===== config.mk =====
export PLATFORM = sky130hd
export DESIGN_NAME = drom_walk_check
export DESIGN_NICKNAME = d
export VERILOG_FILES = /design/src/rtl/drom_walk_pkg.sv /design/src/rtl/drom_crc_acc.sv /design/src/rtl/drom_entry_walker.sv /design/src/rtl/drom_walk_check.sv
export SDC_FILE = /design/constraint.sdc
export NUM_CORES = 1
export LEC_CHECK = 0
export BUFFER_PORTS_ARGS = -buffer_cell sky130_fd_sc_hd__buf_2
export CAP_MARGIN = 30
export CORE_MARGIN = 10
export CORE_UTILIZATION = 35
export CTS_CLUSTER_SIZE = 12
export DETAILED_ROUTE_END_ITERATION = 16
export GPL_TIMING_DRIVEN = 0
export PLACE_DENSITY = 0.6
export SETUP_SLACK_MARGIN = 0.1
export SYNTH_ARGS = -nofsm -noshare
export SYNTH_HDL_FRONTEND = slang
export SYNTH_SLANG_ARGS = --single-unit

===== constraint.sdc =====
create_clock -name clk -period 9.8 [get_ports clk]
set_input_delay 1.96 -clock clk [delete_from_list [all_inputs] [get_ports clk]]
set_output_delay 1.96 -clock clk [all_outputs]
set_load 0.01 [all_outputs]

===== src/rtl/drom_walk_pkg.sv =====
package drom_walk_pkg;
  localparam int HDR_BYTES     = 22;  // first entry starts here
  localparam int PAYLOAD_START = 13;  // CRC-32C coverage and size bias
  localparam int UID_FIRST     = 1;
  localparam int UID_LAST      = 8;
  localparam int PCRC_FIRST    = 9;
  localparam int PCRC_LAST     = 12;
  localparam int REV_BYTE      = 13;
  localparam int LEN_LO_BYTE   = 14;
  localparam int LEN_HI_BYTE   = 15;
  localparam int PORT_BYTES    = 8;
  localparam int MAX_REV       = 2;
  localparam int IDX_BITS      = 6;

  typedef enum logic [2:0] {
    ST_OK       = 3'd0,
    ST_SIZE     = 3'd1,
    ST_UID      = 3'd2,
    ST_OVERRUN  = 3'd3,
    ST_PORT_LEN = 3'd4
  } drom_status_e;
endpackage


===== src/rtl/drom_crc_acc.sv =====
module drom_crc_acc #(
  parameter int             W       = 8,
  parameter logic [W-1:0]   POLY    = 8'h07,
  parameter logic [W-1:0]   INIT    = 8'hFF,
  parameter bit             REFLECT = 1'b0
) (
  input  logic         clk,
  input  logic         rst_n,
  input  logic         en,
  input  logic         reload,
  input  logic [7:0]   d,
  output logic [W-1:0] crc_nxt
);
  logic [W-1:0] crc_q;
  logic [W-1:0] stepped;

  generate
    if (REFLECT) begin : g_lsb_first
      always_comb begin
        stepped = crc_q ^ W'(d);
        for (int i = 0; i < 8; i++)
          stepped = stepped[0] ? ((stepped >> 1) ^ POLY) : (stepped >> 1);
      end
    end else begin : g_msb_first
      always_comb begin
        stepped = crc_q ^ (W'(d) << (W - 8));
        for (int i = 0; i < 8; i++)
          stepped = stepped[W-1] ? ((stepped << 1) ^ POLY) : (stepped << 1);
      end
    end
  endgenerate

  assign crc_nxt = en ? stepped : crc_q;

  always_ff @(posedge clk or negedge rst_n) begin
    if (!rst_n)      crc_q <= INIT;
    else if (reload) crc_q <= INIT;
    else if (en)     crc_q <= stepped;
  end
endmodule


===== src/rtl/drom_entry_walker.sv =====
module drom_entry_walker
  import drom_walk_pkg::*;
#(
  parameter int POS_W = 16
) (
  input  logic                clk,
  input  logic                rst_n,
  input  logic                beat,
  input  logic                last,
  input  logic                run,
  input  logic [POS_W-1:0]    pos,
  input  logic [POS_W-1:0]    size,
  input  logic [7:0]          d,
  input  logic [IDX_BITS-1:0] max_port,
  output logic                rec_valid,
  output logic [IDX_BITS-1:0] rec_index,
  output logic                rec_disabled,
  output logic                rec_link,
  output logic                rec_has_dual,
  output logic [IDX_BITS-1:0] rec_partner,
  output drom_status_e        err_now
);
  localparam logic [POS_W-1:0] FIRST = POS_W'(HDR_BYTES);
  localparam logic [POS_W-1:0] ONE   = POS_W'(1);

  logic [POS_W-1:0] start_q, start_d, base_q, base_d, off, d_ext;
  logic [7:0]       len_q, len_d;
  logic             has_q, has_d, take_q, take_d;
  logic             link_q, link_d, dual_q, dual_d;
  logic [IDX_BITS-1:0] idx_q, idx_d;
  drom_status_e     err_q, err_d, hit;
  logic             act;
  logic             rv_d, rdis_d, rlink_d, rdual_d;
  logic [IDX_BITS-1:0] ridx_d, rpart_d;

  assign off   = pos - base_q;
  assign d_ext = POS_W'(d);
  assign act   = beat && run && (err_q == ST_OK) && (pos >= FIRST) && (pos < size);

  always_comb begin
    start_d = start_q; base_d = base_q; len_d = len_q; has_d = has_q;
    take_d = take_q; link_d = link_q; dual_d = dual_q; idx_d = idx_q;
    hit = ST_OK;
    rv_d = 1'b0; ridx_d = rec_index; rdis_d = rec_disabled;
    rlink_d = rec_link; rdual_d = rec_has_dual; rpart_d = rec_partner;
    if (act) begin
      if (pos == start_q) begin
        if ((pos + ONE == size) || (d == 8'd0) || (pos + d_ext > size))
          hit = ST_OVERRUN;
        base_d = pos; len_d = d; start_d = pos + d_ext;
        has_d = 1'b1; take_d = 1'b0;
      end else if (has_q && off == POS_W'(1)) begin
        if (d[7] && d[IDX_BITS-1:0] <= max_port) begin
          idx_d = d[IDX_BITS-1:0];
          if (d[6]) begin
            rv_d = 1'b1; ridx_d = d[IDX_BITS-1:0]; rdis_d = 1'b1;
            rlink_d = 1'b0; rdual_d = 1'b0; rpart_d = '0;
          end else if (len_q != 8'(PORT_BYTES)) begin
            hit = ST_PORT_LEN;
          end else begin
            take_d = 1'b1;
          end
        end
      end else if (has_q && take_q && off == POS_W'(2)) begin
        link_d = d[4]; dual_d = d[7];
      end else if (has_q && take_q && off == POS_W'(3)) begin
        rv_d = 1'b1; ridx_d = idx_q; rdis_d = 1'b0;
        rlink_d = link_q; rdual_d = dual_q; rpart_d = d[IDX_BITS-1:0];
        take_d = 1'b0;
      end
    end
    err_now = (hit != ST_OK) ? hit : err_q;
    err_d   = err_now;
    if (beat && last) begin
      start_d = FIRST; err_d = ST_OK; has_d = 1'b0; take_d = 1'b0;
    end
  end

  always_ff @(posedge clk or negedge rst_n) begin
    if (!rst_n) begin
      start_q <= FIRST; base_q <= '0; len_q <= '0; has_q <= 1'b0;
      take_q <= 1'b0; link_q <= 1'b0; dual_q <= 1'b0; idx_q <= '0;
      err_q <= ST_OK; rec_valid <= 1'b0; rec_index <= '0;
      rec_disabled <= 1'b0; rec_link <= 1'b0; rec_has_dual <= 1'b0;
      rec_partner <= '0;
    end else begin
      start_q <= start_d; base_q <= base_d; len_q <= len_d; has_q <= has_d;
      take_q <= take_d; link_q <= link_d; dual_q <= dual_d; idx_q <= idx_d;
      err_q <= err_d; rec_valid <= rv_d;
      if (rv_d) begin
        rec_index <= ridx_d; rec_disabled <= rdis_d; rec_link <= rlink_d;
        rec_has_dual <= rdual_d; rec_partner <= rpart_d;
      end
    end
  end

  assert_rec_spaced_R6: assert property (@(posedge clk) disable iff (!rst_n)
    rec_valid |=> !rec_valid) else $error("back-to-back records");
  assert_rec_index_bound_R9: assert property (@(posedge clk) disable iff (!rst_n)
    rec_valid |-> rec_index <= max_port) else $error("record index above limit");
endmodule


===== src/rtl/drom_walk_check.sv =====
module drom_walk_check
  import drom_walk_pkg::*;
#(
  parameter int POS_W = 16
) (
  input  logic                clk,
  input  logic                rst_n,
  input  logic                in_valid,
  input  logic [7:0]          in_data,
  input  logic                in_last,
  input  logic [IDX_BITS-1:0] max_port,
  output logic                rec_valid,
  output logic [IDX_BITS-1:0] rec_index,
  output logic                rec_disabled,
  output logic                rec_link,
  output logic                rec_has_dual,
  output logic [IDX_BITS-1:0] rec_partner,
  output logic                done,
  output logic [2:0]          status,
  output logic                warn_crc,
  output logic                warn_rev
);
  localparam logic [POS_W-1:0] P_UID_HI  = POS_W'(UID_LAST);
  localparam logic [POS_W-1:0] P_UID_LO  = POS_W'(UID_FIRST);
  localparam logic [POS_W-1:0] P_PC_LO   = POS_W'(PCRC_FIRST);
  localparam logic [POS_W-1:0] P_PC_HI   = POS_W'(PCRC_LAST);
  localparam logic [POS_W-1:0] P_REV     = POS_W'(REV_BYTE);
  localparam logic [POS_W-1:0] P_LEN_LO  = POS_W'(LEN_LO_BYTE);
  localparam logic [POS_W-1:0] P_LEN_HI  = POS_W'(LEN_HI_BYTE);
  localparam logic [POS_W-1:0] P_BIAS    = POS_W'(PAYLOAD_START);
  localparam logic [POS_W-1:0] P_MIN_END = POS_W'(HDR_BYTES - 1);

  logic [POS_W-1:0] pos_q, pos_d, size_q, size_d, size_now;
  logic [7:0]       ucrc_q, ucrc_d, lenlo_q, lenlo_d;
  logic [31:0]      pexp_q, pexp_d, pcrc_nxt;
  logic [7:0]       ucrc_nxt;
  logic             uid_bad_q, uid_bad_d, rev_q, rev_d;
  logic             fin, size_err, done_d, wcrc_d, wrev_d;
  drom_status_e     walk_err, status_d;

  assign fin      = in_valid && in_last;
  assign size_now = (pos_q == P_LEN_HI) ? (POS_W'({in_data[1:0], lenlo_q}) + P_BIAS) : size_q;
  assign size_err = (pos_q < P_MIN_END) || (pos_q + POS_W'(1) != size_now);

  drom_crc_acc #(.W(8), .POLY(8'h07), .INIT(8'hFF), .REFLECT(1'b0)) u_uid_crc (
    .clk(clk), .rst_n(rst_n),
    .en(in_valid && pos_q >= P_UID_LO && pos_q <= P_UID_HI),
    .reload(fin), .d(in_data), .crc_nxt(ucrc_nxt));

  drom_crc_acc #(.W(32), .POLY(32'h82F63B78), .INIT(32'hFFFFFFFF), .REFLECT(1'b1)) u_pay_crc (
    .clk(clk), .rst_n(rst_n),
    .en(in_valid && pos_q >= P_REV),
    .reload(fin), .d(in_data), .crc_nxt(pcrc_nxt));

  drom_entry_walker #(.POS_W(POS_W)) u_walker (
    .clk(clk), .rst_n(rst_n), .beat(in_valid), .last(in_last), .run(!uid_bad_q),
    .pos(pos_q), .size(size_q), .d(in_data), .max_port(max_port),
    .rec_valid(rec_valid), .rec_index(rec_index), .rec_disabled(rec_disabled),
    .rec_link(rec_link), .rec_has_dual(rec_has_dual), .rec_partner(rec_partner),
    .err_now(walk_err));

  always_comb begin
    pos_d = pos_q; size_d = size_q; ucrc_d = ucrc_q; lenlo_d = lenlo_q;
    pexp_d = pexp_q; uid_bad_d = uid_bad_q; rev_d = rev_q;
    if (in_valid) begin
      pos_d = fin ? '0 : pos_q + POS_W'(1);
      if (pos_q == '0) ucrc_d = in_data;
      if (pos_q == P_UID_HI) uid_bad_d = (ucrc_nxt != ucrc_q);
      if (pos_q >= P_PC_LO && pos_q <= P_PC_HI) pexp_d = {in_data, pexp_q[31:8]};
      if (pos_q == P_REV) rev_d = (in_data > 8'(MAX_REV));
      if (pos_q == P_LEN_LO) lenlo_d = in_data;
      if (pos_q == P_LEN_HI) size_d = size_now;
      if (fin) begin
        uid_bad_d = 1'b0; rev_d = 1'b0;
      end
    end
    done_d   = fin;
    status_d = size_err ? ST_SIZE : (uid_bad_q ? ST_UID : walk_err);
    wcrc_d   = fin && !size_err && !uid_bad_q && (~pcrc_nxt != pexp_q);
    wrev_d   = fin && rev_q;
  end

  always_ff @(posedge clk or negedge rst_n) begin
    if (!rst_n) begin
      pos_q <= '0; size_q <= '0; ucrc_q <= '0; lenlo_q <= '0; pexp_q <= '0;
      uid_bad_q <= 1'b0; rev_q <= 1'b0;
      done <= 1'b0; status <= ST_OK; warn_crc <= 1'b0; warn_rev <= 1'b0;
    end else begin
      pos_q <= pos_d; size_q <= size_d; ucrc_q <= ucrc_d; lenlo_q <= lenlo_d;
      pexp_q <= pexp_d; uid_bad_q <= uid_bad_d; rev_q <= rev_d;
      done <= done_d; warn_crc <= wcrc_d; warn_rev <= wrev_d;
      if (done_d) status <= status_d;
    end
  end

  assert_done_follows_last_R1: assert property (@(posedge clk) disable iff (!rst_n)
    done |-> $past(in_valid && in_last)) else $error("done without last beat");
  assert_no_rec_after_uid_fail_R3: assert property (@(posedge clk) disable iff (!rst_n)
    rec_valid |-> !$past(uid_bad_q)) else $error("record after identifier failure");
endmodule


==> reports/metrics.cfg, run 1 <==
[sta]
final-setup-viol-count=0
fin_ws_ns=3.74
maxSlewViolCount=0
final-hold-violation-count=0
period_needed_ns=6.06
max_slew_margin_pct=31.1
rsz0062_at_grt=false
finalCritPeriodShare_pct=61.8
tightestPinTransition_ns=1.02
setup-tns-final_ns=0
fmax_mhz=165
clock_skew_ns=0.0122

[critical_path]
required_ns=10.15
crit_start=in_data[0]
endpoint_kind=flip-flop
startpoint_type=primary input
setup.worst_path.class=primary input to flip-flop
crit_fanout=5
rr_startpoint=pos_q[0]
cp.arrival_ns=6.41

[synthesis]
synthesis.nets=1424
syn_area_mm2=0.0131
synth_top_cell_by_area=dfrtp_1
synthArstFlopShare_pct=100
yosysTopAreaCellShare_pct=29.4
ys_seq_area_share_pct=38.0
synth-compound-area-share_pct=13.3
netlist_top_cells_area=dfrtp_1, xnor2_1, dfstp_2
synth_top_family_by_area=XOR/XNOR gates
synth_edf_count=0
ys_seq_elements=197
netlist_instances=1337
synth_ff_type=dfrtp_1
yosys_warnings=0
synth_xor_area_share_pct=16.4
synth.avg_cell_area_um2=9.81
synth-simple-area-share_pct=12.7
muxShareOfSynthArea_pct=8.74
synth_adder_area_share_pct=6.69
post_synth_num_cell_types=74

[status]
status=complete, no violations

[route]
routed_via_density=5.50
first_pass_iters=7
routedWlPerCell_um=20.6
antenna_left=0
drt-initial-drc-count=885
drc=0
routed_wl_um=38700
vias=10300

[power_and_ir_drop]
ir_drop_mv=0.121
power_density_mw_per_mm2=145
cellLeakagePower_nw=6.52

[cells_and_area]
area_delta_synth_final_pct=11.1
nFillCells=3678
final_layout_size_suffix_gt1_share_pct=16.4
fin_nets=1486

[clocking]
clockBufferDepth=2
cts_tree=yes
cts_hold_buf=0
clkSinkCount=197
clock_latency_ns=0.46
cts_resized=0
path_clk_slew_ns=0.08
cts_root_buf=clkbuf_16
cts_buffers=17
h-tree-depth=4
post_cts_buffers=0

[floorplanning]
fp.coreArea_mm2=0.0368
initial_utilization_pct=35.7
die_h_um=214
num_rows=70
dieArea_mm2=0.0456
ioPinCount=40
chipWidth_um=214

[min_path]
hold_start=u_walker.dual_q
hold_class=flip-flop to flip-flop

[global_route]
grt_first_pass_wirelength_um=61400
grt.busiest_layer=met2
grt_usage_pct=17.5
grt_pass1_vias=10300
met1_usage_pct=24.2
grt_overflow=0
grt_start_max_net_pins=104
gr-usage-met2_pct=27.0
antenna_found_initial=1
grt_util_met3_pct=3.14

[placement]
place_congestion=0.942
portBuffers=39
dp_hpwl_um=29200
dpl_worst_slack_ns=3.25

[run]
maxCapViolCount=0

-- path summary, 6_finish.rpt --
path	endpoint	slack, ns	depth (start not counted)
setup / recovery	status[1]	3.74	21
hold / removal	u_walker.rec_has_dual	0.50	1
setup reg to reg	status[1]	4.77	20
hold reg to reg	u_walker.rec_has_dual	0.50	1
max in group asynchronous	u_pay_crc.crc_q[6]	7.28	3
min in group asynchronous	u_walker.has_q	1.35	1
-- where the power goes --
| part | internal, mW | total, mW | switching (mW) | leakage (nW) |
|---|---|---|---|---|
| Combinational | 0.216 | 0.483 | 0.267 | 3.79 |
| Sequential | 0.864 | 0.908 | 0.0442 | 2.45 |
| Clock | 0.348 | 0.725 | 0.377 | 0.276 |
| Total | 1.43 | 2.12 | 0.688 | 6.52 |
-- registers in the layout, indices dropped and copies added, names as in the netlist, 16 cells and up --
register	flops
u_pay_crc.crc_q	32
u_walker.start_q	16
pos_q	16
u_walker.base_q	16
pexp_q	32
size_q	16
-- cell families after synthesis --
kind of cell,after synthesis
adder cells (fa/ha/maj),69
AND/OR/NAND/NOR,337
flip-flops,197
buffers and inverters,134
multiplexers,105
XOR/XNOR,224
AO/OA/AOI/OAI,271
-- stage by stage --
stage	area [um^2]	power (mW)	utilization (%)	hold WS (ns)	instances
2_1_floorplan	13100	1.27	-	0.444	1337
3_3_place_gp	13900	1.39	37.8	0.475	1844
3_5_place_dp	14000	1.40	38.0	0.474	1848
4_1_cts	14600	2.13	39.6	0.505	1880
5_1_grt	14600	2.22	39.6	0.510	1880
6_report	14600	2.12	39.6	0.497	1881
-- cell usage after synthesis (11+ instances only) --
cell type,count
xnor2_1,156
inv_1,72
nor2_1,77
nand2_1,116
nor3_1,30
dfrtp_1,154
nand2b_1,11
mux2i_1,28
ha_1,67
mux2_2,77
o21ai_0,61
a21oi_1,65
nand3_1,27
dfstp_2,43
nand4_1,21
o211ai_1,15
o22ai_1,15
clkbuf_1,45
nor4_1,11
a211oi_1,12
a21o_1,26
o21a_1,17
xor2_1,50
-- worst max-delay path, cell delays in order --
cell,delay [ns]
buf_2,0.19
ha_1,0.25
fa_1,0.40
a21o_1,0.17
a21oi_1,0.25
o21bai_1,0.10
a21oi_1,0.27
o21bai_1,0.11
a21oi_1,0.31
nor3_1,0.10
xnor2_1,0.22
ha_1,0.30
a21oi_1,0.14
nor2b_1,0.05
o21ai_0,0.14
nand2b_1,0.10
a221oi_1,0.34
o32ai_1,0.12
o31a_1,0.37
or3_1,0.33
a22o_1,0.19
-- per-layer routing --
metal  wire (um)  vias to the layer above
li1            -                     4806
met1       17900                     5134
met2       17400                      346
met3        2360                       59
met4        1020                        0
met5           0                        -
-- area by class of cell --
cell class                      count  area (um^2)  share of cell area, %
Clock buffer                       18          439                   3.01
Antenna cell                        1         2.50                 0.0172
Timing Repair Buffer               43          279                   1.91
Clock inverter                     14          150                   1.03
Multi-Input combinational cell   1006         7590                   52.1
Buffer                             62          279                   1.91
Sequential cell                   197         4980                   34.2
Inverter                           72          270                   1.85
Tap cell                          468          586                   4.02
-- placed cells by master, fill, tap and decap left out, types with 5 or more instances in the layout --
| cell | n |
|---|---|
| xnor2_2 | 7 |
| xnor3_1 | 5 |
| dfstp_2 | 43 |
| a31oi_1 | 5 |
| o211ai_1 | 15 |
| and3_1 | 9 |
| nor4_1 | 11 |
| nand3_1 | 27 |
| nand2b_1 | 11 |
| nor3_1 | 29 |
| nand4_1 | 21 |
| a21oi_1 | 65 |
| buf_2 | 45 |
| a21o_1 | 26 |
| ha_1 | 67 |
| a21boi_0 | 10 |
| nand2_1 | 116 |
| dfrtp_1 | 154 |
| clkbuf_1 | 45 |
| nor2b_1 | 10 |
| a211oi_1 | 12 |
| o21bai_1 | 6 |
| inv_1 | 72 |
| o21ai_0 | 61 |
| o31ai_1 | 5 |
| mux2i_1 | 28 |
| o22ai_1 | 15 |
| nor2_1 | 77 |
| clkbuf_16 | 17 |
| buf_6 | 5 |
| xor2_1 | 50 |
| xnor2_1 | 156 |
| o21a_1 | 17 |
| mux2_2 | 77 |
No activity file was read; power rests on OpenSTA's default activity.
==> run 2, diff against run 1 <==
--- a/config.mk
+++ b/config.mk
@@ -5,6 +5,7 @@
 export SDC_FILE = /design/constraint.sdc
 export NUM_CORES = 1
 export LEC_CHECK = 0
+export ABC_AREA = 1
 export BUFFER_PORTS_ARGS = -buffer_cell sky130_fd_sc_hd__buf_2
 export CAP_MARGIN = 30
 export CORE_MARGIN = 10
@@ -12,7 +13,7 @@
 export CTS_CLUSTER_SIZE = 12
 export DETAILED_ROUTE_END_ITERATION = 16
 export GPL_TIMING_DRIVEN = 0
-export PLACE_DENSITY = 0.6
+export PLACE_DENSITY = 0.62
 export SETUP_SLACK_MARGIN = 0.1
 export SYNTH_ARGS = -nofsm -noshare
 export SYNTH_HDL_FRONTEND = slang
==> constraint.sdc (replaced) <==
create_clock -name clk -period 5.05 [get_ports clk]
set_input_delay 1.01 -clock clk [delete_from_list [all_inputs] [get_ports clk]]
set_output_delay 1.01 -clock clk [all_outputs]
set_load 0.01 [all_outputs]
==> reports/metrics.cfg, run 2 <==
[cells_and_area]
fin_nets=2161
final_cell_mix=nand2_1, inv_1, dfrtp_1
top_regs=pexp_q (32), u_pay_crc.crc_q (32)
final_layout_size_suffix_gt1_share_pct=12.1
area_delta_synth_final_pct=10.4
layout_commonest_cell=nand2_1
register_area_mm2=0.00498
final_cells=2612
multi_input_area_mm2=0.00805
nFillCells=4145
insertedDiodeCount=0

[sta]
final-hold-violation-count=0
max_slew_margin_pct=43.0
maxSlewViolCount=0
clock_skew_ns=0.0117
period_needed_ns=4.18
tightestPinTransition_ns=0.844
fmax_mhz=240
final-setup-viol-count=0
fin_ws_ns=0.875
rsz0062_at_grt=false
finalCritPeriodShare_pct=82.7

[synthesis]
yosysTopAreaCellShare_pct=27.0
yosysMostFrequentCell=nand2_1
yosys_warnings=0
syn_area_mm2=0.0143
synth_edf_count=0
synth_ff_type=dfrtp_1
netlist_instances=2016
post_synth_num_cell_types=55
netlist_top_cells_area=dfrtp_1, nand2_1, dfstp_2
synthArstFlopShare_pct=100
synth.avg_cell_area_um2=7.09
synth_common_cells=nand2_1, inv_1, dfrtp_1, nand3_1, o21ai_0
synth_top_cell_by_area=dfrtp_1
ys_seq_area_share_pct=34.9
ys_seq_elements=197
synthesis.nets=2103

[global_route]
grt_overflow=0
antenna_found_initial=0
grt_start_max_net_pins=112
grt_first_pass_wirelength_um=70800
grt_pass1_vias=12800
grt_usage_pct=17.9

[min_path]
hold_start=u_walker.rec_partner[1]
min_to=u_walker.rec_partner[1]
hold_class=flip-flop to flip-flop
holdPathStages=2

[power_and_ir_drop]
pwr-share-clk_pct=34.9
cellLeakagePower_nw=8.24
net-switching-power_mw=1.38
p_int_mw=2.70
ir_drop_mv=0.272
p_sw_share_pct=33.8
comb_power_share_pct=22.7
total_power_mw=4.08
power_density_mw_per_mm2=259
p_seq_share_pct=42.3

[critical_path]
cp_common_cell=nand2_1
max_stage_delay_ns=0.71
crit_family=simple AND/OR/NAND/NOR gates
crit_fanout=8
reg2reg_depth=22
timing.reg2reg.setup_slack_ns=1.01
cp_cell_sequence=buf_2, ha_1, a21oi_1, o311ai_0, nand3_1, nor2_1, xor2_1, inv_1, ha_1, nand3_1, nor3_1, nand2_1, o2111ai_1, a21oi_1, nand2_1, nand2_2, nand2_1, nand2_1, a21oi_1
cpMaxStageDelayCell=o311ai_0
cp.arrival_ns=4.56
startpoint_type=primary input
reg2reg_to=status[0]
endpoint_kind=flip-flop
crit_buf_inv=2
rr_startpoint=pos_q[0]
setup.worst_path.class=primary input to flip-flop
required_ns=5.44

[route]
drt-initial-drc-count=1271
routed_wl_um=44500
first_pass_iters=5
routedWlPerCell_um=17.0
drc=0
routed_via_density=5.18
vias=13500
antenna_left=0

[clocking]
clock_latency_ns=0.47
cts_hold_buf=0
cts_buffers=17
post_cts_buffers=0
cts_tree=yes
path_clk_slew_ns=0.08
clockBufferDepth=2
cts_root_buf=clkbuf_16
clkSinkCount=197
cts_resized=0
h-tree-depth=4

[run]
maxCapViolCount=0

[placement]
dpl_worst_slack_ns=0.435
dp_hpwl_um=34100
place_inst=2580
place_congestion=0.959
portBuffers=38

[floorplanning]
fp.coreArea_mm2=0.0401
initial_utilization_pct=35.6
die_h_um=222
num_rows=73
dieArea_mm2=0.0493
chipWidth_um=222
ioPinCount=40

[status]
status=complete, no violations

==> run 2: changes by cell type after synthesis, sizes merged, moves of 22 or more <==
cell | previous run | this run
inv | 72 | 257
mux2 | 77 | 0
nor2 | 77 | 114
o21ai | 63 | 136
clkbuf | 45 | 22
nand3 | 28 | 150
nand2 | 116 | 733
mux2i | 28 | 3
a21o | 26 | 4
xnor2 | 165 | 29
==> run 2: routing by layer <==
layer	share of wire, %	GRT usage (%)
met5	0	0
met4	2.9	7.00
met3	7.5	3.11
met2	43	26.9
met1	47	24.9
==> run 2: power by group through the flow <==
stage	combinational [mW]	clock, mW	sequential [mW]
after floorplan	0.675	0	1.74
after global placement	0.892	0	1.75
after detailed placement	0.916	0	1.75
after CTS	0.921	1.44	1.73
after global routing	1.04	1.51	1.74
final	0.928	1.43	1.73
==> run 2: layout make-up <==
class | instances | area share, %
plain buffers | 49 | 1.82
clock buffers | 18 | 2.72
clock inverters | 14 | 1.05
inverters | 257 | 6.18
multi-input cells | 1513 | 51.0
flip-flops and latches | 197 | 31.6
well taps | 525 | 4.16
repair buffers | 39 | 1.44
==> run 2: logic make-up (layout without fill, tap and decap cells) <==
| group | count (synthesis) | in the layout | synth area share [%] |
|---|---|---|---|
| simple gates | 1088 | 1088 | 33.5 |
| buf+inv | 306 | 377 | 8.83 |
| compound gates | 252 | 252 | 9.80 |
| flops | 197 | 197 | 34.9 |
| xor+xnor | 101 | 101 | 6.64 |
| fa+ha+maj | 69 | 69 | 6.14 |
| mux | 3 | 3 | 0.210 |
==> run 2: worst reg2reg max path: cells and delay by family, from the launching register on <==
kind	cells	cell delay, ns
AO/OA/AOI/OAI	6	0.95
AND/OR/NAND/NOR	10	1.10
buffers and inverters	2	0.13
XOR/XNOR	1	0.22
adder cells (fa/ha/maj)	3	1.00
flip-flops	1	0.56
==> run 2: per-stage QoR <==
step                      hold slack [ns]  setup TNS, ns  area (um^2)  utilization, %
final                               0.469              0        15800            39.3
after global routing                0.486              0        15800            39.3
after CTS                           0.473              0        15800            39.3
after detailed placement            0.453              0        15200            37.9
after global placement              0.449         -68.94        15100            37.8
after floorplan                     0.449              0        14300               -
==> run 2: worst max path at each step <==
stage	startpoint	to	slack, ns	depth (start not counted)
2_1_floorplan	in_data[0]	status[1]	1.36	21
3_3_place_gp	rst_n	pexp_q[11]	-0.47	1
3_5_place_dp	in_data[5]	status[0]	0.43	19
4_1_cts	in_data[5]	status[0]	0.90	19
5_1_grt	in_data[4]	status[0]	0.53	25
6_report	in_data[5]	status[0]	0.87	19
==> run 3, diff against run 2 <==
==> constraint.sdc (replaced) <==
create_clock -name clk -period 3.84 [get_ports clk]
set_input_delay 0.768 -clock clk [delete_from_list [all_inputs] [get_ports clk]]
set_output_delay 0.768 -clock clk [all_outputs]
set_load 0.01 [all_outputs]
==> reports/metrics.cfg, run 3 (synthesis gave the netlist of run 2 again) <==
[route]
antenna_left=0
routed_wl_um=44800
routed_via_density=5.17
routedWlPerCell_um=17.0
vias=13600
first_pass_iters=7
drt-initial-drc-count=1348
drc=0

[floorplanning]
die_h_um=222
num_rows=73
dieArea_mm2=0.0493
initial_utilization_pct=35.6
ioPinCount=40
chipWidth_um=222
fp.coreArea_mm2=0.0401

[clocking]
path_clk_slew_ns=0.08
cts_root_buf=clkbuf_16
clockBufferDepth=2
cts_buffers=17
clkSinkCount=197
cts_hold_buf=0
cts_tree=yes
h-tree-depth=4
clock_latency_ns=0.47

[sta]
tightestPinTransition_ns=0.756
rsz0062_at_grt=false
fmax_mhz=286
max_slew_margin_pct=49.6
final-hold-violation-count=0
period_needed_ns=3.50
setup-tns-final_ns=0
final-setup-viol-count=0
finalCritPeriodShare_pct=91.1
clock_skew_ns=0.0125
maxSlewViolCount=0

[critical_path]
crit_fanout=4
cp_common_cell=nand2_1
setup.worst_path.class=flip-flop to flip-flop
startpoint_type=flip-flop
cp.arrival_ns=3.84
max_stage_delay_ns=0.45
required_ns=4.18
crit_start=pos_q[3]
crit_buf_inv=4
crit_family=simple AND/OR/NAND/NOR gates
cp_cell_sequence=ha_4, inv_1, nor3_2, nand2_1, o211ai_1, a21oi_1, nor2_1, nand2_1, nor2_1, xor2_1, inv_1, ha_1, nand2_1, inv_1, nand3_2, nor3_2, buf_4, nand3_1, a21oi_1, nand2_1, nand2_2, nand2_1, nand2_1, a21oi_1
endpoint_kind=flip-flop
cpMaxStageDelayCell=dfrtp_2
rr_startpoint=pos_q[3]

[global_route]
grt_pass1_vias=12900
grt_start_max_net_pins=112
antenna_found_initial=0
grt_usage_pct=17.9
grt_first_pass_wirelength_um=71000
grt_overflow=0

[power_and_ir_drop]
power_density_mw_per_mm2=336
cellLeakagePower_nw=8.34
ir_drop_mv=0.360

[run]
maxCapViolCount=0

[placement]
dp_hpwl_um=34100
portBuffers=38
place_area_mm2=0.0152
place_congestion=0.959

[cells_and_area]
final_cell_mix=nand2_1, inv_1, dfrtp_1
top_regs=pexp_q (32), u_pay_crc.crc_q (32)
design_area_mm2=0.0161
insertedDiodeCount=0
area_delta_synth_final_pct=12.3
layout_commonest_cell=nand2_1
final_layout_size_suffix_gt1_share_pct=14.0
fin_nets=2178

[status]
status=complete, no violations

[min_path]
hold_class=primary input to asynchronous set/reset pin

run 3: worst register-to-register path, stage by stage (launching register included):
cell	delay, ns
dfrtp_2	0.45
ha_4	0.28
inv_1	0.09
nor3_2	0.18
nand2_1	0.07
o211ai_1	0.15
a21oi_1	0.14
nor2_1	0.16
nand2_1	0.13
nor2_1	0.15
xor2_1	0.19
inv_1	0.06
ha_1	0.29
nand2_1	0.06
inv_1	0.07
nand3_2	0.09
nor3_2	0.15
buf_4	0.14
nand3_1	0.05
a21oi_1	0.14
nand2_1	0.09
nand2_2	0.10
nand2_1	0.05
nand2_1	0.06
a21oi_1	0.06
run 3: layer usage:
| metal | wire length, um | global-route usage (%) |
|---|---|---|
| met1 | 20700 | 25.0 |
| met2 | 19400 | 27.0 |
| met3 | 3520 | 3.16 |
| met4 | 1200 | 6.71 |
| met5 | 0 | 0 |
run 3: power by group:
part,total (mW),switching (mW),internal [mW]
clock,1.87,0.941,0.930
sequential,2.27,0.0759,2.19
combinational,1.26,0.801,0.454
run 3: final timing paths:
check	end	slack [ns]	depth (start not counted)
hold / removal	size_q[13]	0.28	1
setup reg to reg	status[0]	0.34	24
min in group clk	u_walker.rec_partner[1]	0.47	2
setup / recovery	status[0]	0.34	24
max in group asynchronous	pos_q[2]	2.49	2
hold reg to reg	u_walker.rec_partner[1]	0.47	2
run 3: timing repair:
action / in CTS / in global routing
gates resized for setup: 11 / 25
buffers inserted: 3 / 14
gates cloned: 0 / 0
setup endpoints to repair: 4 / 25
endpoints found under the hold margin: 0 / 0
pin swaps: 1 / 8
run 3: stage by stage:
step                utilization (%)  total power [mW]  setup slack [ns]  hold slack, ns  cells
floorplan                         -              3.17             0.392           0.449   2016
global placement               37.8              3.48             -1.44           0.449   2579
detailed placement             37.9              3.51            -0.533           0.453   2580
CTS                            39.5              5.39             0.116           0.324   2615
global route                   40.0              5.67            0.0676           0.344   2629
finish                         40.0              5.39             0.342           0.276   2629
run 3: cell type report:
| type | instances | area, um^2 |
|---|---|---|
| fillers | 4130 | 24000 |
| multi-input cells | 1513 | 8170 |
| flip-flops and latches | 197 | 4990 |
| inverters | 257 | 978 |
| well taps | 525 | 657 |
| clock buffers | 18 | 429 |
| repair buffers | 56 | 379 |
| plain buffers | 49 | 288 |
| clock inverters | 14 | 166 |
